$ cat config.mk
export PLATFORM = sky130hd
export DESIGN_NAME = led_mux_pwm
export DESIGN_NICKNAME = d
export VERILOG_FILES = /design/src/rtl/led_scan_pkg.sv /design/src/rtl/led_gamma_lut.sv /design/src/rtl/led_scan_timer.sv /design/src/rtl/led_seg_pwm.sv /design/src/rtl/led_mux_pwm.sv
export SDC_FILE = /design/constraint.sdc
export NUM_CORES = 1
export LEC_CHECK = 0
export BUFFER_PORTS_ARGS = -buffer_cell sky130_fd_sc_hd__buf_2
export CAP_MARGIN = 20
export CORE_ASPECT_RATIO = 1.4
export CORE_MARGIN = 5
export CORE_UTILIZATION = 60
export DETAILED_ROUTE_END_ITERATION = 6
export PLACE_DENSITY_LB_ADDON = 0.08
export SETUP_SLACK_MARGIN = 0.02
export SLEW_MARGIN = 20
export SYNTH_ARGS = -nofsm -noshare
export SYNTH_HDL_FRONTEND = slang
export SYNTH_SLANG_ARGS = --single-unit
$ cat constraint.sdc
create_clock -name clk_i -period 8.1 [get_ports clk_i]
set_input_delay 1.62 -clock clk_i [delete_from_list [all_inputs] [get_ports clk_i]]
set_output_delay 1.62 -clock clk_i [all_outputs]
set_load 0.02 [all_outputs]
$ cat src/rtl/led_scan_pkg.sv
package led_scan_pkg;

  // Perceived level -> on-time in ticks, power law with exponent 2.2.
  function automatic int gamma_ticks(input int lvl, input int lmax, input int slot);
    real frac;
    real scaled;
    int  v;
    if (lvl <= 0) return 0;
    if (lvl >= lmax) return slot;
    frac   = real'(lvl) / real'(lmax);
    scaled = real'(slot) * $pow(frac, 2.2);
    v      = $rtoi(scaled + 0.5);
    if (v < 1) v = 1;
    return v;
  endfunction

endpackage

$ cat src/rtl/led_gamma_lut.sv
module led_gamma_lut #(
  parameter int LVL_W      = 6,
  parameter int LVL_MAX    = 35,
  parameter int SLOT_TICKS = 2500,
  parameter int CNT_W      = 12
) (
  input  logic [LVL_W-1:0] lvl_i,
  output logic [CNT_W-1:0] on_ticks_o
);
  localparam int ENTRIES = 1 << LVL_W;

  logic [CNT_W-1:0] rom [ENTRIES];

  for (genvar i = 0; i < ENTRIES; i++) begin : g_rom
    localparam int LCLAMP = (i > LVL_MAX) ? LVL_MAX : i;
    localparam int ONV    = led_scan_pkg::gamma_ticks(LCLAMP, LVL_MAX, SLOT_TICKS);
    assign rom[i] = CNT_W'(ONV);
  end

  assign on_ticks_o = rom[lvl_i];
endmodule

$ cat src/rtl/led_scan_timer.sv
module led_scan_timer #(
  parameter int NUM_DIGITS = 4,
  parameter int SLOT_TICKS = 2500,
  parameter int CNT_W      = 12,
  parameter int DIG_W      = 2
) (
  input  logic                  clk_i,
  input  logic                  rst_i,
  input  logic                  tick_en_i,
  output logic [CNT_W-1:0]      cnt_o,
  output logic [DIG_W-1:0]      dig_o,
  output logic                  blank_o,
  output logic [NUM_DIGITS-1:0] dig_en_o
);
  localparam logic [CNT_W-1:0] CNT_LAST = CNT_W'(SLOT_TICKS - 1);
  localparam logic [DIG_W-1:0] DIG_LAST = DIG_W'(NUM_DIGITS - 1);

  logic [CNT_W-1:0]      cnt_q;
  logic [DIG_W-1:0]      dig_q;
  logic                  blank_q;
  logic [NUM_DIGITS-1:0] den_q;

  always_ff @(posedge clk_i) begin
    if (rst_i) begin
      cnt_q   <= '0;
      dig_q   <= '0;
      blank_q <= 1'b1;
      den_q   <= '0;
    end else begin
      den_q <= NUM_DIGITS'(1) << dig_q;   // enable trails the index by one clock
      if (blank_q) begin
        blank_q <= 1'b0;
      end else if (tick_en_i) begin
        if (cnt_q == CNT_LAST) begin
          cnt_q   <= '0;
          blank_q <= 1'b1;
          dig_q   <= (dig_q == DIG_LAST) ? '0 : dig_q + 1'b1;
        end else begin
          cnt_q <= cnt_q + 1'b1;
        end
      end
    end
  end

  assign cnt_o    = cnt_q;
  assign dig_o    = dig_q;
  assign blank_o  = blank_q;
  assign dig_en_o = den_q;

  AST_CNT_HOLD: assert property (@(posedge clk_i) disable iff (rst_i)
    (!tick_en_i || blank_q) |=> $stable(cnt_q));
  AST_CNT_RANGE: assert property (@(posedge clk_i) disable iff (rst_i)
    cnt_q <= CNT_LAST);
  AST_DIG_ORDER: assert property (@(posedge clk_i) disable iff (rst_i)
    $rose(blank_q) |-> (dig_q == (($past(dig_q) == DIG_LAST) ? '0 : $past(dig_q) + 1'b1)));
endmodule

$ cat src/rtl/led_seg_pwm.sv
module led_seg_pwm #(
  parameter int NUM_SEGS   = 8,
  parameter int LVL_W      = 6,
  parameter int LVL_MAX    = 35,
  parameter int SLOT_TICKS = 2500,
  parameter int CNT_W      = 12
) (
  input  logic [CNT_W-1:0]          cnt_i,
  input  logic                      blank_i,
  input  logic [NUM_SEGS-1:0]       pat_i,
  input  logic [NUM_SEGS*LVL_W-1:0] lvl_i,
  output logic [NUM_SEGS-1:0]       seg_o
);
  for (genvar s = 0; s < NUM_SEGS; s++) begin : g_seg
    logic [CNT_W-1:0] on_t;
    led_gamma_lut #(
      .LVL_W(LVL_W), .LVL_MAX(LVL_MAX), .SLOT_TICKS(SLOT_TICKS), .CNT_W(CNT_W)
    ) u_lut (
      .lvl_i      (lvl_i[s*LVL_W +: LVL_W]),
      .on_ticks_o (on_t)
    );
    assign seg_o[s] = ~blank_i & pat_i[s] & (cnt_i < on_t);
  end
endmodule

$ cat src/rtl/led_mux_pwm.sv
module led_mux_pwm #(
  parameter int TICK_HZ    = 1_000_000,
  parameter int FRAME_HZ   = 100,
  parameter int NUM_DIGITS = 4,
  parameter int NUM_SEGS   = 8,
  parameter int LVL_MAX    = 35,
  localparam int LVL_W     = $clog2(LVL_MAX + 1),
  localparam int PAT_W     = NUM_DIGITS * NUM_SEGS,
  localparam int LVLS_W    = PAT_W * LVL_W
) (
  input  logic                  clk_i,
  input  logic                  rst_i,
  input  logic                  tick_en_i,
  input  logic                  cfg_valid_i,
  output logic                  cfg_ready_o,
  input  logic [PAT_W-1:0]      cfg_pattern_i,
  input  logic [LVLS_W-1:0]     cfg_level_i,
  output logic [NUM_DIGITS-1:0] digit_en_o,
  output logic [NUM_SEGS-1:0]   seg_o
);
  localparam int SLOT_TICKS = TICK_HZ / (FRAME_HZ * NUM_DIGITS);
  localparam int CNT_W      = $clog2(SLOT_TICKS + 1);
  localparam int DIG_W      = (NUM_DIGITS > 1) ? $clog2(NUM_DIGITS) : 1;
  localparam int SLICE_W    = NUM_SEGS * LVL_W;

  logic [CNT_W-1:0]    cnt;
  logic [DIG_W-1:0]    dig;
  logic                blank;
  logic [PAT_W-1:0]    pat_q;
  logic [LVLS_W-1:0]   lvl_q;
  logic [NUM_SEGS-1:0] cur_pat;
  logic [SLICE_W-1:0]  cur_lvl;

  led_scan_timer #(
    .NUM_DIGITS(NUM_DIGITS), .SLOT_TICKS(SLOT_TICKS), .CNT_W(CNT_W), .DIG_W(DIG_W)
  ) u_timer (
    .clk_i    (clk_i),
    .rst_i    (rst_i),
    .tick_en_i(tick_en_i),
    .cnt_o    (cnt),
    .dig_o    (dig),
    .blank_o  (blank),
    .dig_en_o (digit_en_o)
  );

  // Frame data is taken only in the blank clock that opens digit 0.
  assign cfg_ready_o = blank & (dig == '0) & ~rst_i;

  always_ff @(posedge clk_i) begin
    if (rst_i) begin
      pat_q <= '0;
      lvl_q <= '0;
    end else if (cfg_valid_i && cfg_ready_o) begin
      pat_q <= cfg_pattern_i;
      lvl_q <= cfg_level_i;
    end
  end

  always_comb begin
    cur_pat = '0;
    cur_lvl = '0;
    for (int d = 0; d < NUM_DIGITS; d++) begin
      if (dig == DIG_W'(d)) begin
        cur_pat = pat_q[d*NUM_SEGS +: NUM_SEGS];
        cur_lvl = lvl_q[d*SLICE_W +: SLICE_W];
      end
    end
  end

  led_seg_pwm #(
    .NUM_SEGS(NUM_SEGS), .LVL_W(LVL_W), .LVL_MAX(LVL_MAX),
    .SLOT_TICKS(SLOT_TICKS), .CNT_W(CNT_W)
  ) u_pwm (
    .cnt_i  (cnt),
    .blank_i(blank),
    .pat_i  (cur_pat),
    .lvl_i  (cur_lvl),
    .seg_o  (seg_o)
  );

  AST_LATCH_HOLD: assert property (@(posedge clk_i) disable iff (rst_i)
    !(cfg_valid_i && cfg_ready_o) |=> ($stable(pat_q) && $stable(lvl_q)));
  AST_DARK_BEFORE_SWITCH: assert property (@(posedge clk_i) disable iff (rst_i)
    (digit_en_o != $past(digit_en_o)) |-> ($past(seg_o) == '0));
  AST_SEG_MATCHES_DIGIT: assert property (@(posedge clk_i) disable iff (rst_i)
    (seg_o != '0) |-> (digit_en_o == (NUM_DIGITS'(1) << dig)));
endmodule

==> metrics.md, run 1 <==
| Metric | Value |
|---|---|
| Synth area leader | dfxtp_1 |
| Synth Flop Type | dfxtp_1 |
| Fmax | 130 MHz |
| Root Buffer | clkbuf_16 |
| Finished Cell Area | 20,800 um^2 |
| Most common cell in the netlist | nand2_1 |
| Detailed Route Iter0 Violations | 1,949 |
| Startpoint Class | register |
| Min-delay src | lvl_q[149]$_SDFFE_PP0P_ |
| Setup Viol. Count Final | 0 |
| Final max-slew violation count | 0 |
| Total CTS buffers | 25 |
| Rows | 76 |
| Clock slew at reported path FFs | 70 ps |
| Clk buf depth | 3 |
| Worst EP required | 6480 ps |
| Clk Latency, worst-skew pair | 540 ps |
| Fillers | 2,685 |
| Pwr per Cell Area | 155 nW/um^2 |
| Ys Warns | 0 |
| 1st-pass router iterations | 6 |
| Share of the synthesized area in the top cell type | 0.259 |
| Largest cells by area after synthesis | dfxtp_1, ha_1, o21ai_0 |
| Top-Level Pins | 241 |
| Seq/Total Area, Yosys | 0.259 |
| RSZ-0062 raised after global routing | false |
| Endpoint type of the worst setup path | output port |
| P_leak | 8.40 nW |
| Seq cells post-synth | 243 |
| Worst reg2reg startpoint | u_timer.dig_o[0]$_SDFFE_PP0P_ |
| Worst Path Class, Setup | register to output port |
| Share of layout cells above drive strength 1 | 0.147 |
| Cell Area, Synth | 18,800 um^2 |
| Nets | 3,014 |
| Starting Density | 0.609 |
| DIE HEIGHT | 219 um |
| Final WL | 61,800 um |
| Largest net degree at the start of global routing | 278 |
| Final GP Congestion | 1.01 |
| Count of different cell masters after synthesis | 88 |
| Vias in the first global route | 18,100 |
| Peak supply drop | 0.189 mV |
| Tmin final | 7680 ps |
| Post-synthesis cell count | 2,522 |
| Vias | 19,300 |
| Post-synth net total | 2,915 |
| Dpl hpwl | 45,200 um |
| Area of the core | 30,800 um^2 |
| Top cells by count, synth | nand2_1, o21ai_0, dfxtp_1 |
| MaxCap Viol Count | 0 |
| Die ar. | 35,000 um^2 |
| Post-CTS Setup Bufs | 0 |
| Post-synth EDFFs | 0 |
| Slew HR | 0.310 |
| Area post-placement | 19,800 um^2 |
| Total grt overflow | 0 |
| Drt drc | 0 |
| TritonCTS clock tree | built |
| Clock skew | 23.4 ps |
| Post-detailed-route count of antenna-violating nets | 0 |
| Min-Delay Path Class | register to register |
| Initial antenna violation count | 0 |
| Post-Syn Area per Cell | 7.44 um^2 |
| Die X | 159 um |
| Async S/R FF share, synth | 0 |
| Status | complete, no violations |
| Final setup TNS | 0 ps |
| Clock Sink Count | 243 |
| Final period util | 0.948 |
| Antenna Cells | 0 |
| Port-buffer cells | 240 |
| Worst-Margin Slew | 1030 ps |
| Global-route wire length before repair | 95,700 um |
| Vias per inst | 6.37 |
| GR Util All Layers | 0.331 |
| H-tree levels | 1 |
| Final hold violation count | 0 |
| Crit Path Max Fanout | 22 |
| CP startpoint | u_timer.dig_o[0]$_SDFFE_PP0P_ |
| Area growth syn-to-layout | 10.6% |
| WL per Instance | 20.4 um |
| Arrival time of the worst setup path | 6060 ps |
-- power breakdown --
part,total [mW],switching (mW),internal [mW]
Combinational,0.638,0.382,0.255
Sequential,1.30,0.0427,1.26
Clock,1.27,0.497,0.773
Total,3.21,0.923,2.29
-- path summary, 6_finish.rpt --
kind,end,slack [ps],depth (start not counted)
worst max-delay path,seg_o[4],420,18
worst min-delay path,lvl_q[149]$_SDFFE_PP0P_,470,2
worst max register to register,lvl_q[151]$_SDFFE_PP0P_,4640,7
worst min register to register,lvl_q[149]$_SDFFE_PP0P_,470,2
-- routing by layer --
| layer | track usage | routed length, um | share of wire | up-vias |
|---|---|---|---|---|
| met4 | 0.149 | 2890 | 0.047 | 0 |
| li1 | - | - | - | 9180 |
| met5 | 0 | 0 | 0 | - |
| met3 | 0.0455 | 4990 | 0.081 | 188 |
| met1 | 0.442 | 25600 | 0.41 | 8963 |
| met2 | 0.536 | 28300 | 0.46 | 956 |
-- stage by stage --
step                total power [mW]  hold slack, ps  cells  setup slack (ps)  utilization
detailed placement              1.94             462   2984              1160        0.643
CTS                             3.20             473   3029               553        0.673
global route                    3.34             491   3029               109        0.674
floorplan                       1.74             444   2522              1920            -
finish                          3.21             473   3029               425        0.674
global placement                1.93             456   2984              1300        0.643
-- registers in the layout, summed over array words and instances (netlist names) --
signal	cells
u_timer.dig_o	2
u_timer.dig_en_o	4
pat_q	32
lvl_q	192
u_timer.blank_o	1
u_timer.cnt_o	12
-- critical path, stage by stage (launching register included) --
cell and delay (ps):
dfxtp_1 520, inv_1 160, ha_2 250, nor2_4 650
o211ai_1 280, nand2_1 300, inv_1 150, ha_1 400
o21ai_0 200, a311o_1 350, a31oi_1 260, ha_1 310
a2111oi_0 470, nor3_1 100, o21ai_0 140, a31oi_1 70
a2111oi_0 450, o41a_1 270, buf_2 190
-- cell families after synthesis --
group                    synth area share
AO/OA/AOI/OAI                       0.279
adder cells (fa/ha/maj)             0.110
buffers and inverters              0.0584
XOR/XNOR                           0.0107
AND/OR/NAND/NOR                     0.277
flip-flops                          0.259
multiplexers                      0.00620
-- what timing repair did --
item | 4_1_cts | 5_1_grt
gates resized for setup | 0 | 2
hold buffers | 0 | 0
setup endpoints to repair | 0 | 2
-- layout by cell type (no fill, tap or decap), types with 41 or more instances in the layout --
cell type  synthesis  layout
nor2b_1           41      41
o21ai_0          342     342
nand2b_1         229     229
nor3_1            49      49
nand2_1          381     381
ha_1             165     161
nor2_1           121     121
buf_2             71     239
nand3_1           41      41
a21oi_1          119     119
a211oi_1          57      56
dfxtp_1          243     243
-- area by class of cell --
type                            instances  area (um^2)  share of cell area
Inverter                               49          186             0.00898
Clock buffer                           30          694              0.0335
Tap cell                              390          488              0.0235
Timing Repair Buffer                  268         1430              0.0687
Multi-Input combinational cell       2034        12900               0.621
Clock inverter                         15          214              0.0103
Sequential cell                       243         4860               0.234
Power figures use the tool's default switching activity.
==> inputs of run 2 (changes only) <==
--- a/config.mk
+++ b/config.mk
@@ -5,6 +5,7 @@
 export SDC_FILE = /design/constraint.sdc
 export NUM_CORES = 1
 export LEC_CHECK = 0
+export ABC_AREA = 1
 export BUFFER_PORTS_ARGS = -buffer_cell sky130_fd_sc_hd__buf_2
 export CAP_MARGIN = 20
 export CORE_ASPECT_RATIO = 1.4
@@ -12,6 +13,7 @@
 export CORE_UTILIZATION = 60
 export DETAILED_ROUTE_END_ITERATION = 6
 export PLACE_DENSITY_LB_ADDON = 0.08
+export RECOVER_POWER = 25
 export SETUP_SLACK_MARGIN = 0.02
 export SLEW_MARGIN = 20
 export SYNTH_ARGS = -nofsm -noshare
==> run 2 against run 1 <==
  * Clock-buffer cell count increased by 6
  * Largest cell class unchanged
  * Worst setup slack improved by 510 ps
  * The flow now finishes with violations (capacitance limit, slew limit)
  * Sequential share of layout area up 1.5 points
  * Synthesized cell count increased by 7.9%
  * Critical path depth increased by 7
==> metrics.md, run 2 <==
| Metric | Value |
|---|---|
| Status | finished, violations left |
| Failing checks | capacitance limit, slew limit |
| Dpl hpwl | 42,100 um |
| Vias | 19,100 |
| Worst EP required | 6480 ps |
| Post-Syn Area per Cell | 6.52 um^2 |
| Vias in the first global route | 18,100 |
| Met3 usage | 0.0553 |
| Largest Register | lvl_q |
| Largest net degree at the start of global routing | 237 |
| Peak supply drop | 0.166 mV |
| Hold buffers post-CTS | 0 |
| Fillers | 2,680 |
| Met2 Track Usage GR | 0.547 |
| Area of the core | 29,200 um^2 |
| Final period util | 0.884 |
| Final max-slew violation count | 173 |
| Worst Path Class, Setup | register to output port |
| Cell depth of the worst setup path | 25 |
| Ys Warns | 0 |
| H-tree levels | 1 |
| Post-CTS Setup Bufs | 0 |
| Crit path max-delay family | simple AND/OR/NAND/NOR gates |
| Compound-Gate Fraction of Synth Area | 0.251 |
| Highest-delay cell along the critical path | nor2_2 |
| Final WL | 58,200 um |
| Endpoint type of the worst setup path | output port |
| Crit Path Max Fanout | 17 |
| Global-route wire length before repair | 90,600 um |
| Starting Density | 0.609 |
| Synthesized-area fraction occupied by and/or/nand/nor cells | 0.262 |
| Initial antenna violation count | 1 |
| Startpoint Class | register |
| Cell Area, Synth | 17,800 um^2 |
| Share of the synthesized area in the top cell type | 0.274 |
| Clk buf depth | 3 |
| MaxCap Viol Count | 2 |
| Seq cells post-synth | 243 |
| Storage cell area | 4860 um^2 |
| Clk Latency, worst-skew pair | 550 ps |
| P_leak | 8.85 nW |
| Synth Area in Adders | 0.116 |
| Multi-input gate area | 11,200 um^2 |
| Most used cell, CP | nand2_1 |
| Most frequent cells in the layout | nand2_1, o21ai_0, dfxtp_1 |
| Largest family of logic cells by synthesized area | simple AND/OR/NAND/NOR gates |
| Pwr per Cell Area | 155 nW/um^2 |
| Gr busiest metal | met2 |
| Mux share of post-synthesis cell area | 0 |
| Post-synth EDFFs | 0 |
| WL per Instance | 17.9 um |
| Most common cell in the netlist | nand2_1 |
| Top-Level Pins | 241 |
| Port-buffer cells | 240 |
| GR Util All Layers | 0.334 |
| Count of different cell masters after synthesis | 60 |
| Post-synthesis cell count | 2,722 |
| Slew HR | -2.10 |
| Post-synth net total | 3,115 |
| Hold-critical path depth | 2 |
| Nets | 3,245 |
| 1st-pass router iterations | 7 |
| Area growth syn-to-layout | 9.82% |
| Max reg flops | 192 |
| Tmin final | 7160 ps |
| Die X | 155 um |
| Vias per inst | 5.89 |
| Post-cts repair resize count | 0 |
| Top cells by count, synth | nand2_1, o21ai_0, dfxtp_1 |
| Total grt overflow | 0 |
| Detailed Route Iter0 Violations | 2,011 |
| Buf/Inv on CP | 6 |
| Setup Viol. Count Final | 0 |
| Clock Sink Count | 243 |
| Die ar. | 33,200 um^2 |
| Clock slew at reported path FFs | 60 ps |
| Rows | 74 |
| XOR/XNOR Fraction of Synth Area | 0.00197 |
| Total CTS buffers | 24 |
| Share of layout cells above drive strength 1 | 0.120 |
| TritonCTS clock tree | built |
| Final setup TNS | 0 ps |
| Max incr delay on CP | 570 ps |
| Clock skew | 22.0 ps |
| Post-detailed-route count of antenna-violating nets | 0 |
| R2r worst-path depth | 7 |
| Drt drc | 0 |
| Min-Delay Path Class | register to register |
| Synth area leader | dfxtp_1 |
| Root Buffer | clkbuf_16 |
| Fmax | 140 MHz |
| RSZ-0062 raised after global routing | false |
| Synth Flop Type | dfxtp_1 |
| Antenna Cells | 0 |
| Worst-Margin Slew | 4650 ps |
| Largest cells by area after synthesis | dfxtp_1, nand2_1, ha_1 |
| Most common cell after layout, fill and taps aside | nand2_1 |
| Arrival time of the worst setup path | 5540 ps |
| Final GP Congestion | 0.950 |
| Seq/Total Area, Yosys | 0.274 |
| DIE HEIGHT | 214 um |
| Global-route met1 utilization | 0.435 |
| Final hold violation count | 0 |
| Utilization after layout | 0.668 |
| Async S/R FF share, synth | 0 |
==> run 2: per-layer routing <==
layer | wire length [um] | vias to the layer above
met3 | 5460 | 167
met1 | 23900 | 8594
met4 | 2500 | 2
met2 | 26300 | 1007
met5 | 13 | -
li1 | - | 9358
==> run 2: metrics by stage <==
| step | area, um^2 | instances | hold WS [ps] | setup WS [ps] | total power, mW |
|---|---|---|---|---|---|
| floorplan | 17800 | 2722 | 441 | 2900 | 1.76 |
| global placement | 18800 | 3206 | 456 | 1820 | 1.94 |
| detailed placement | 18800 | 3206 | 458 | 1630 | 1.95 |
| CTS | 19500 | 3246 | 468 | 1040 | 3.02 |
| global route | 19500 | 3246 | 489 | 482 | 3.17 |
| finish | 19500 | 3246 | 466 | 937 | 3.03 |
==> run 2: report_power, final <==
part / leakage (nW) / total [mW] / internal, mW / switching [mW]
sequential: 1.99 / 1.30 / 1.26 / 0.0371
combinational: 6.51 / 0.654 / 0.233 / 0.421
clock: 0.353 / 1.08 / 0.599 / 0.476
==> run 2: path summary, 6_finish.rpt <==
check                                                    from                       to  slack, ps
worst min register to register          lvl_q[3]$_SDFFE_PP0P_    lvl_q[3]$_SDFFE_PP0P_        470
worst min-delay path                    lvl_q[3]$_SDFFE_PP0P_    lvl_q[3]$_SDFFE_PP0P_        470
worst max-delay path            u_timer.dig_o[0]$_SDFFE_PP0P_                 seg_o[0]        940
worst max register to register  u_timer.dig_o[0]$_SDFFE_PP0P_  lvl_q[109]$_SDFFE_PP0P_       1650
==> run 2: layout make-up <==
cell class	count	share of cell area
Inverter	244	0.0472
Tap cell	380	0.0244
Clock inverter	4	0.00321
Sequential cell	243	0.250
Clock buffer	36	0.0341
Multi-Input combinational cell	2089	0.576
Timing Repair Buffer	250	0.0655
==> run 2: cell families (layout without fill, tap and decap cells) <==
| kind of cell | count (synthesis) | after routing |
|---|---|---|
| DFF | 243 | 243 |
| AOI/OAI and AO/OA | 752 | 752 |
| adders and majority gates | 165 | 165 |
| buffers and inverters | 390 | 534 |
| and+or+nand+nor | 1168 | 1168 |
| xor gates and xnor gates | 4 | 4 |
==> run 2: worst register-to-register path, stage by stage (launching register included) <==
cell and delay [ps]:
dfxtp_1 380, inv_1 220, ha_1 540, inv_2 100, nor3_1 500, and2_0 3400, buf_4 880, o31ai_1 130
